### config.mk
export PLATFORM = sky130hd
export DESIGN_NAME = irq_redir_regs
export DESIGN_NICKNAME = d
export VERILOG_FILES = /design/src/rtl/irq_redir_pkg.sv /design/src/rtl/irq_redir_decode.sv /design/src/rtl/irq_redir_entry.sv /design/src/rtl/irq_redir_regs.sv
export SDC_FILE = /design/constraint.sdc
export NUM_CORES = 2
export LEC_CHECK = 0
export ABC_AREA = 1
export BUFFER_PORTS_ARGS = -buffer_cell sky130_fd_sc_hd__buf_2
export CELL_PAD_IN_SITES_DETAIL_PLACEMENT = 0
export CELL_PAD_IN_SITES_GLOBAL_PLACEMENT = 1
export CORE_AREA = 4 4 655 657
export DETAILED_ROUTE_END_ITERATION = 12
export DIE_AREA = 0 0 659 661
export GPL_ROUTABILITY_DRIVEN = 1
export PLACE_DENSITY = 0.4
export SYNTH_ARGS = -nofsm -noshare
export SYNTH_HDL_FRONTEND = slang
export SYNTH_SLANG_ARGS = --single-unit
### constraint.sdc
create_clock -name clk_i -period 9.4 [get_ports clk_i]
set_clock_uncertainty 0.05 [all_clocks]
set_input_delay 2.82 -clock clk_i [delete_from_list [all_inputs] [get_ports clk_i]]
set_output_delay 2.82 -clock clk_i [all_outputs]
set_load 0.05 [all_outputs]
### src/rtl/irq_redir_pkg.sv
package irq_redir_pkg;
  localparam logic [7:0] OFF_SEL  = 8'h00;
  localparam logic [7:0] OFF_WIN  = 8'h10;
  localparam logic [7:0] SEL_ID   = 8'h00;
  localparam logic [7:0] SEL_VER  = 8'h01;
  localparam logic [7:0] SEL_ARB  = 8'h02;
  localparam logic [7:0] SEL_TBL  = 8'h10;

  localparam int DSTAT_BIT = 12;
  localparam int RIRR_BIT  = 14;
  localparam int TRIG_BIT  = 15;
  localparam int MASK_BIT  = 16;

  localparam logic [63:0] ENTRY_RST = 64'h0000_0000_0001_0000;

  typedef enum logic [1:0] {
    WIN_ID,
    WIN_VER,
    WIN_ARB,
    WIN_TBL
  } win_kind_e;
endpackage

### src/rtl/irq_redir_decode.sv
module irq_redir_decode
  import irq_redir_pkg::*;
#(
  parameter int NUM_PINS = 24,
  parameter int IDX_W    = 5
) (
  input  logic [7:0]       sel_i,
  output win_kind_e        kind_o,
  output logic [IDX_W-1:0] idx_o,
  output logic             hi_o,
  output logic             tbl_ok_o
);
  localparam logic [7:0] PINS8 = 8'(NUM_PINS);

  logic [7:0] off_sh;

  // below 0x10 the subtraction wraps, so the index lands out of range
  assign off_sh = (sel_i - SEL_TBL) >> 1;
  assign idx_o  = off_sh[IDX_W-1:0];
  assign hi_o   = sel_i[0];

  always_comb begin
    tbl_ok_o = 1'b0;
    unique case (sel_i)
      SEL_ID:  kind_o = WIN_ID;
      SEL_VER: kind_o = WIN_VER;
      SEL_ARB: kind_o = WIN_ARB;
      default: begin
        kind_o   = WIN_TBL;
        tbl_ok_o = (sel_i >= SEL_TBL) && (off_sh < PINS8);
      end
    endcase
  end
endmodule

### src/rtl/irq_redir_entry.sv
module irq_redir_entry
  import irq_redir_pkg::*;
(
  input  logic        clk_i,
  input  logic        rst_ni,
  input  logic        wr_lo_i,
  input  logic        wr_hi_i,
  input  logic [31:0] wdata_i,
  input  logic        rirr_set_i,
  input  logic        rirr_clr_i,
  input  logic        dstat_i,
  output logic [63:0] entry_o,
  output logic        mask_chg_o,
  output logic        mask_new_o
);
  logic [63:0] entry_q, entry_d;
  logic        rirr_live;

  assign rirr_live = rirr_set_i | (entry_q[RIRR_BIT] & ~rirr_clr_i);

  always_comb begin
    entry_d = entry_q;
    if (wr_lo_i) entry_d[31:0]  = wdata_i;
    if (wr_hi_i) entry_d[63:32] = wdata_i;
    entry_d[DSTAT_BIT] = dstat_i;
    entry_d[RIRR_BIT]  = ((wr_lo_i | wr_hi_i) & ~entry_d[TRIG_BIT]) ? 1'b0 : rirr_live;
  end

  always_ff @(posedge clk_i or negedge rst_ni) begin
    if (!rst_ni) entry_q <= ENTRY_RST;
    else         entry_q <= entry_d;
  end

  assign entry_o    = entry_q;
  assign mask_chg_o = wr_lo_i & (wdata_i[MASK_BIT] != entry_q[MASK_BIT]);
  assign mask_new_o = wdata_i[MASK_BIT];

  assert_edge_lo_clears_R7: assert property (@(posedge clk_i) disable iff (!rst_ni)
    wr_lo_i && !wdata_i[TRIG_BIT] |=> !entry_o[RIRR_BIT]);

  assert_edge_hi_clears_R7: assert property (@(posedge clk_i) disable iff (!rst_ni)
    wr_hi_i && !wr_lo_i && !entry_o[TRIG_BIT] |=> !entry_o[RIRR_BIT]);

  assert_level_keeps_rirr_R6: assert property (@(posedge clk_i) disable iff (!rst_ni)
    wr_lo_i && wdata_i[TRIG_BIT] && !rirr_set_i && !rirr_clr_i
    |=> entry_o[RIRR_BIT] == $past(entry_o[RIRR_BIT]));
endmodule

### src/rtl/irq_redir_regs.sv
module irq_redir_regs
  import irq_redir_pkg::*;
#(
  parameter int         NUM_PINS = 24,
  parameter logic [7:0] VERSION  = 8'h11
) (
  input  logic                         clk_i,
  input  logic                         rst_ni,
  input  logic [7:0]                   addr_i,
  input  logic                         wr_en_i,
  input  logic [31:0]                  wdata_i,
  output logic [31:0]                  rdata_o,
  input  logic [NUM_PINS-1:0]          rirr_set_i,
  input  logic [NUM_PINS-1:0]          rirr_clr_i,
  input  logic [NUM_PINS-1:0]          dstat_i,
  output logic [64*NUM_PINS-1:0]       table_o,
  output logic                         mask_chg_o,
  output logic [$clog2(NUM_PINS)-1:0]  mask_pin_o,
  output logic                         mask_val_o
);
  localparam int         IDX_W   = $clog2(NUM_PINS);
  localparam logic [7:0] MAX_PIN = 8'(NUM_PINS - 1);

  initial begin
    if (NUM_PINS < 2 || NUM_PINS > 120) $error("NUM_PINS out of range");
  end

  logic [7:0]          sel_q;
  logic [3:0]          id_q;
  win_kind_e           kind;
  logic [IDX_W-1:0]    idx;
  logic                hi, tbl_ok;
  logic                win_wr;
  logic [63:0]         tbl [NUM_PINS];
  logic [NUM_PINS-1:0] chg, chg_val;
  logic                any_chg, pick_val;
  logic [IDX_W-1:0]    pick_pin;
  logic [63:0]         cur_entry;
  logic [31:0]         win_rd;

  irq_redir_decode #(.NUM_PINS(NUM_PINS), .IDX_W(IDX_W)) i_decode (
    .sel_i    (sel_q),
    .kind_o   (kind),
    .idx_o    (idx),
    .hi_o     (hi),
    .tbl_ok_o (tbl_ok)
  );

  assign win_wr = wr_en_i && (addr_i == OFF_WIN);

  always_ff @(posedge clk_i or negedge rst_ni) begin
    if (!rst_ni) begin
      sel_q <= '0;
      id_q  <= '0;
    end else if (wr_en_i) begin
      if (addr_i == OFF_SEL) sel_q <= wdata_i[7:0];
      if (win_wr && kind == WIN_ID) id_q <= wdata_i[27:24];
    end
  end

  for (genvar p = 0; p < NUM_PINS; p++) begin : g_pin
    logic hit;
    assign hit = win_wr && (kind == WIN_TBL) && tbl_ok && (idx == IDX_W'(p));

    irq_redir_entry i_entry (
      .clk_i      (clk_i),
      .rst_ni     (rst_ni),
      .wr_lo_i    (hit && !hi),
      .wr_hi_i    (hit && hi),
      .wdata_i    (wdata_i),
      .rirr_set_i (rirr_set_i[p]),
      .rirr_clr_i (rirr_clr_i[p]),
      .dstat_i    (dstat_i[p]),
      .entry_o    (tbl[p]),
      .mask_chg_o (chg[p]),
      .mask_new_o (chg_val[p])
    );

    assign table_o[64*p +: 64] = tbl[p];
  end

  // at most one entry is written per cycle
  always_comb begin
    any_chg  = 1'b0;
    pick_pin = '0;
    pick_val = 1'b0;
    for (int i = 0; i < NUM_PINS; i++) begin
      if (chg[i]) begin
        any_chg  = 1'b1;
        pick_pin = IDX_W'(i);
        pick_val = chg_val[i];
      end
    end
  end

  always_ff @(posedge clk_i or negedge rst_ni) begin
    if (!rst_ni) begin
      mask_chg_o <= 1'b0;
      mask_pin_o <= '0;
      mask_val_o <= 1'b0;
    end else begin
      mask_chg_o <= any_chg;
      mask_pin_o <= pick_pin;
      mask_val_o <= pick_val;
    end
  end

  assign cur_entry = tbl_ok ? tbl[idx] : '1;

  always_comb begin
    unique case (kind)
      WIN_ID, WIN_ARB: win_rd = {4'h0, id_q, 24'h0};
      WIN_VER:         win_rd = {8'h0, MAX_PIN, 8'h0, VERSION};
      default:         win_rd = hi ? cur_entry[63:32] : cur_entry[31:0];
    endcase
  end

  always_comb begin
    unique case (addr_i)
      OFF_SEL: rdata_o = {24'h0, sel_q};
      OFF_WIN: rdata_o = win_rd;
      default: rdata_o = '0;
    endcase
  end

  assert_ro_id_stable_R3: assert property (@(posedge clk_i) disable iff (!rst_ni)
    win_wr && (kind == WIN_VER || kind == WIN_ARB) |=> $stable(id_q));

  assert_oob_no_pulse_R5: assert property (@(posedge clk_i) disable iff (!rst_ni)
    win_wr && kind == WIN_TBL && !tbl_ok |=> !mask_chg_o);

  assert_pulse_matches_table_R10: assert property (@(posedge clk_i) disable iff (!rst_ni)
    mask_chg_o |-> tbl[mask_pin_o][MASK_BIT] == mask_val_o);

  assert_pulse_needs_write_R10: assert property (@(posedge clk_i) disable iff (!rst_ni)
    !win_wr |=> !mask_chg_o);
endmodule

Word-level counts from Yosys, hierarchy flattened

Index checks and enable logic that the tools add are counted.

Flip-flop bits (word level): 1,555
Output and inout port bits: 1,575

Add/subtract/negate cells: 1
Magnitude comparators: 3
Eq/ne operators: 53
Muxes and demuxes: 128
Bitwise operators: 169
Reductions and logical operators: 86

Operators by type and width:

| kind                                                              | count |
|---|---|
| 2-to-1 mux 16 bit                                                 | 24 |
| binary-select mux 64 bit (select 5 bit)                           | 1 |
| 2-to-1 mux 64 bit                                                 | 3 |
| case mux 32 bit (2 select lines)                                  | 2 |
| 2-to-1 mux 5 bit                                                  | 22 |
| logical AND 1 bit                                                 | 77 |
| 2-to-1 mux 1 bit                                                  | 74 |
| AND 1 bit                                                         | 72 |
| NOT 1 bit                                                         | 48 |
| bitwise OR 1 bit                                                  | 48 |
| == test 5 x 4 -> 1 bit, second input constant                     | 8 |
| == test 5 bit, second input constant                              | 8 |
| 2-to-1 mux 32 bit                                                 | 1 |
| != test 1 bit                                                     | 24 |
| == test 5 x 3 -> 1 bit, second input constant                     | 4 |
| logical NOT 8 bit                                                 | 2 |
| == test 5 x 2 -> 1 bit, second input constant                     | 2 |
| == test 8 x 1 -> 1 bit, second input constant                     | 1 |
| == test 8 x 2 -> 1 bit, second input constant                     | 1 |
| == test 8 x 5 -> 1 bit, second input constant                     | 1 |
| greater-or-equal comparator 8 x 5 -> 1 bit, second input constant | 1 |
| subtractor 8 x 5 -> 8 bit, second input constant                  | 1 |
| less-than comparator 7 x 5 -> 1 bit, second input constant        | 1 |
| greater-or-equal comparator 6 bit, second input constant          | 1 |
| 11 further kinds                                                  | 13 |

Longest topological paths before layout

Depth after elaboration: 32
Depth in mapped cells: 17
Depth with buffers taken out: 16

Cells and area by module

A second synthesis with hierarchy kept.

Cell total of the unflattened synthesis: 8,613
Area, all modules: 75,279.7 µm²

Modules (own cells, without submodules):

| module           | times used | cells each | area each (µm²) | seq. area each (µm²) |
|---|---|---|---|---|
| irq_redir_entry  | 24         | 273        | 2,600.0         | 1,602.8 |
| irq_redir_regs   | 1          | 2,036      | 12,739.7        | 475.5 |
| irq_redir_decode | 1          | 25         | 140.1           | 0.0 |

Worst setup path after synthesis

Ideal clock, no wire load.

Path kind: in2out
Start: in addr_i[5]
End: out rdata_o[1]
Arrival time: 4.783 ns
Setup slack: 1.747 ns
Cell stages on the path: 8
Path buffers: 1
Cells stage by stage: nor3_1 -> inv_1 -> nor3_1 -> o21ai_0 -> inv_1 -> buf_1 -> nand2_1 -> o21ai_0

Longest elaborated chain between the ends: 2
Elaborated cells between the ends (all ways): 3
Classes of those cells: eq/ne: 1; mux: 1; reduce/logical: 1

RTL lines:

| element                                                     | RTL line              | RTL |
|---|---|---|
| start: declaration                                          | irq_redir_regs.sv:9   | `input logic [7:0] addr_i,` |
| == test 8 x 5 -> 1 bit or logical NOT 8 bit (tied branches) | irq_redir_regs.sv:119 | `unique case (addr_i)` |
| case mux 32 bit (2 select lines) (*)                        | irq_redir_regs.sv:119 |  |
| end: declaration                                            | irq_redir_regs.sv:12  | `output logic [31:0] rdata_o,` |

Every way passes the cells marked *; elsewhere a longest branch is shown, timed or not.

Worst setup path after layout

Start: reg sel_q[2]
End: out rdata_o[21]

Longest elaborated chain between the ends: 9
Elaborated cells between the ends (all ways): 22
Classes of those cells: add/sub: 1; order compare: 2; eq/ne: 4; mux: 9; bitwise: 1; reduce/logical: 5

RTL lines:

| element                                               | RTL line               | RTL |
|---|---|---|
| start: declaration                                    | irq_redir_regs.sv:28   | `logic [7:0] sel_q;` |
| start signal: assignment                              | irq_redir_regs.sv:56   | `if (addr_i == OFF_SEL) sel_q <= wdata_i[7:0];` |
| subtractor 8 x 5 -> 8 bit                             | irq_redir_decode.sv:18 | `assign off_sh = (sel_i - SEL_TBL) >> 1;` |
| NOT 5 -> 6 bit (not written as such)                  | irq_redir_regs.sv:108  | `assign cur_entry = tbl_ok ? tbl[idx] : '1;` |
| binary-select mux 64 bit (select 5 bit)               | irq_redir_regs.sv:108  |  |
| 2-to-1 mux 64 bit (not written as such) (2 in series) | irq_redir_regs.sv:108  |  |
| 2-to-1 mux 64 bit                                     | irq_redir_regs.sv:108  |  |
| 2-to-1 mux 32 bit                                     | irq_redir_regs.sv:114  | `default: win_rd = hi ? cur_entry[63:32] : cur_entry[31:0];` |
| case mux 32 bit (2 select lines) (*)                  | irq_redir_regs.sv:111  | `unique case (kind)` |
| case mux 32 bit (2 select lines) (*)                  | irq_redir_regs.sv:119  |  |

Every way passes the cells marked *; elsewhere a longest branch is shown, timed or not. The select of a mux whose other input is x is not followed.

==> load_flow_metrics.sql <==
INSERT INTO impl_metrics (metric_group, metric, value, unit) VALUES
('clock_tree', 'worstSkewPairLatency', '0.90', 'ns'),
('pwr', 'total_power', '0.0160', 'W'),
('place', 'place.port_buffers', '1689', ''),
('global_route', 'number_of_global_route_vias_before_repair', '63600', ''),
('route', 'drt-total-wl', '559000', 'um'),
('place', 'gp_congestion', '0.843', ''),
('die', 'die_y', '661', 'um'),
('sta', 'unrepaired_setup_endpoints_after_global_routing', 'false', ''),
('min_path', 'timing.hold.worst_endpoint', 'id_q[3]', ''),
('synth', 'synthesis.instances', '7165', ''),
('pwr', 'internal_power', '0.0116', 'W'),
('pwr', 'leakagePower', '41.1', 'nW'),
('setup_path', 'r2r_slack', '4.58', 'ns'),
('pwr', 'ir_drop_worst_vdd', '150', 'uV'),
('pwr', 'power.share.clock', '51.8', '%'),
('global_route', 'groute.layer.met2.usage', '41.3', '%'),
('final_layout', 'num-nets-final', '8684', ''),
('sta', 'min_tclk_post_route', '8.64', 'ns'),
('global_route', 'grt.overflow.total', '0', ''),
('global_route', 'grt_start_max_net_pins', '139', ''),
('final_layout', 'regArea', '38900', 'sq um'),
('sta', 'timing.final.hold_violations', '0', ''),
('route', 'detail_route.wl_per_cell', '38.6', 'um'),
('pwr', 'logic_pwr_share', '6.1', '%'),
('setup_path', 'critical_path_class', 'register to primary output', ''),
('pwr', 'swShare', '27.4', '%'),
('die', 'core_region_area', '423000', 'sq um'),
('final_layout', 'postLayoutCoreUtil', '21.0', '%'),
('min_path', 'worst_hold_path_type', 'register to register', ''),
('clock_tree', 'cts_max_level', '4', ''),
('synth', 'synth_flop_cell', 'dfrtp_1', ''),
('pwr', 'power_frac_seq', '42.1', '%'),
('clock_tree', 'clock_buffers_created_by_tritoncts', '210', ''),
('flow_run', 'maxCapViolCount', '0', ''),
('clock_tree', 'postCtsSetupRepairBufs', '0', ''),
('route', 'drt_iter0_drc', '6832', ''),
('final_layout', 'finish.instance_area', '88800', 'sq um'),
('synth', 'synth_enable_flop_cells', '0', ''),
('synth', 'postSynthRegisterBits', '1555', ''),
('min_path', 'hold_path.startpoint', 'id_q[3]', ''),
('sta', 'tightestPinTransition', '1.18', 'ns'),
('global_route', 'grt_util_met1', '30.1', '%'),
('clock_tree', 'clkTransAtPathRegs', '0.06', 'ns'),
('status', 'run_status', 'finished clean', ''),
('die', 'dieWidth', '659', 'um'),
('synth', 'synth.distinct_cells', '51', ''),
('clock_tree', 'cts-hold-fix-buffers', '0', ''),
('setup_path', 'rr_worst_depth', '11', ''),
('global_route', 'antenna_violations_before_repair', '89', ''),
('clock_tree', 'clk_path_buf_depth', '4', ''),
('min_path', 'worstHoldPathCells', '2', ''),
('setup_path', 'reg2reg_from', 'sel_q[1]', ''),
('synth', 'ys_seq_area_share', '58.5', '%'),
('route', 'antenna_left', '0', ''),
('setup_path', 'timing.critical_path.from_type', 'register', ''),
('sta', 'setup_viol_count_final', '0', ''),
('setup_path', 'crit_fanout', '55', ''),
('sta', 'setup_tns', '0', 'ns'),
('route', 'average_vias_per_placed_instance', '4.59', ''),
('final_layout', 'syn2layout_area_growth', '33.4', '%'),
('global_route', 'grt_first_pass_wirelength', '713000', 'um'),
('die', 'io-pin-count', '1690', ''),
('synth', 'syn_area', '66600', 'sq um'),
('setup_path', 'cp.arrival', '5.77', 'ns'),
('final_layout', 'final.fill_count', '47100', ''),
('die', 'placementRows', '239', ''),
('place', 'detailedPlace.worstSlack', '0.940', 'ns'),
('clock_tree', 'clock-sinks', '1555', ''),
('setup_path', 'regToRegEndpoint', 'g_pin[21].i_entry.entry_o[57]', ''),
('route', 'drt_pass1_iterations', '6', ''),
('setup_path', 'cp.required', '6.53', 'ns');
power by group through the flow:
stage / Clock [W] / Sequential, W / Combinational (W)
3_3_place_gp: 0 / 0.00685 / 0.00101
5_1_grt: 0.00879 / 0.00673 / 0.00103
2_1_floorplan: 0 / 0.00689 / 0.000266
3_5_place_dp: 0 / 0.00685 / 0.00101
6_report: 0.00830 / 0.00673 / 0.000975
4_1_cts: 0.00855 / 0.00673 / 0.00102
kinds of logic after synthesis:
group | after synthesis | synth area share (%)
AO/OA/AOI/OAI | 2760 | 24.1
buffers and inverters | 842 | 5.15
adder cells (fa/ha/maj) | 2 | 0.0376
flip-flops | 1555 | 58.5
AND/OR/NAND/NOR | 1988 | 12.0
XOR/XNOR | 18 | 0.237
routing by layer:
layer / part of all wire, % / wire [um]
met2: 48 / 268000
met3: 7.4 / 41200
met4: 4.6 / 25500
met5: 0.0013 / 7
met1: 40 / 223000
registers in the layout (all words and copies together) (netlist names):
register and cells:
id_q 4, mask_chg_o 1, sel_q 8, g_pin.i_entry.entry_o 1536, mask_val_o 1, mask_pin_o 5
final cells by class:
cell class | count | area share (%)
multi-input cells | 4768 | 27.9
clock inverters | 69 | 0.938
well taps | 5663 | 7.98
inverters | 143 | 0.666
repair buffers | 1889 | 11.7
flip-flops and latches | 1555 | 43.9
diodes | 83 | 0.234
clock buffers | 309 | 6.78
cells in the mapped netlist (2+ instances only):
cell	instances	area (sq um)
a31oi_1	11	68.8
buf_4	4	30.0
o32ai_1	8	70.1
nand3_1	66	330
dfrtp_1	1531	38300
or2_2	2	12.5
nand4_4	3	63.8
inv_1	133	499
xor2_1	13	114
nand3_4	7	123
nor3b_1	2	15.0
nand4_1	10	62.6
o22ai_1	17	106
nor2_1	70	263
a22oi_1	753	5650
o41ai_1	8	70.1
o21ai_2	2	17.5
buf_1	55	206
a21oi_1	387	1940
inv_2	9	33.8
nand4_2	3	37.5
nor3_1	77	385
buf_2	175	876
dfstp_2	24	631
a221oi_1	2	17.5
and3_1	2	12.5
o21ai_0	1233	6170
clkbuf_1	462	1730
nor4_1	3	18.8
o21ai_1	282	1410
nand2_1	1712	6430
nor2_2	4	25.0
ha_1	2	25.0
or3_1	11	68.8
xnor2_1	5	43.8
nand3_2	11	110
o311ai_0	52	455
metrics by stage:
| stage | std cells | hold WS, ns |
|---|---|---|
| 2_1_floorplan | 7165 | 0.403 |
| 3_3_place_gp | 14000 | 0.419 |
| 3_5_place_dp | 14000 | 0.432 |
| 4_1_cts | 14400 | 0.445 |
| 5_1_grt | 14500 | 0.458 |
| 6_report | 14500 | 0.445 |
worst max-delay path by stage:
stage | startpoint | end | slack (ns) | depth (start not counted)
after floorplan | addr_i[5] | rdata_o[1] | 1.75 | 8
after global placement | addr_i[5] | rdata_o[26] | 0.86 | 11
after detailed placement | addr_i[5] | rdata_o[20] | 0.94 | 11
after CTS | sel_q[2] | rdata_o[21] | 0.51 | 13
after global routing | sel_q[2] | rdata_o[21] | 0.60 | 13
final | sel_q[2] | rdata_o[21] | 0.76 | 13
worst max-delay path, cell delays in order (launching register included):
cell and delay, ns:
dfrtp_1 0.49, nand2_1 0.13, buf_4 0.35, inv_8 0.29, buf_4 0.38, a22oi_1 0.57
a21oi_1 0.33, nor3_1 0.91, nand2_1 0.50, o311ai_0 0.22, nand3_1 0.19, nand2_1 0.10
inv_1 0.04, buf_2 0.20
Power figures use the tool's default switching activity.
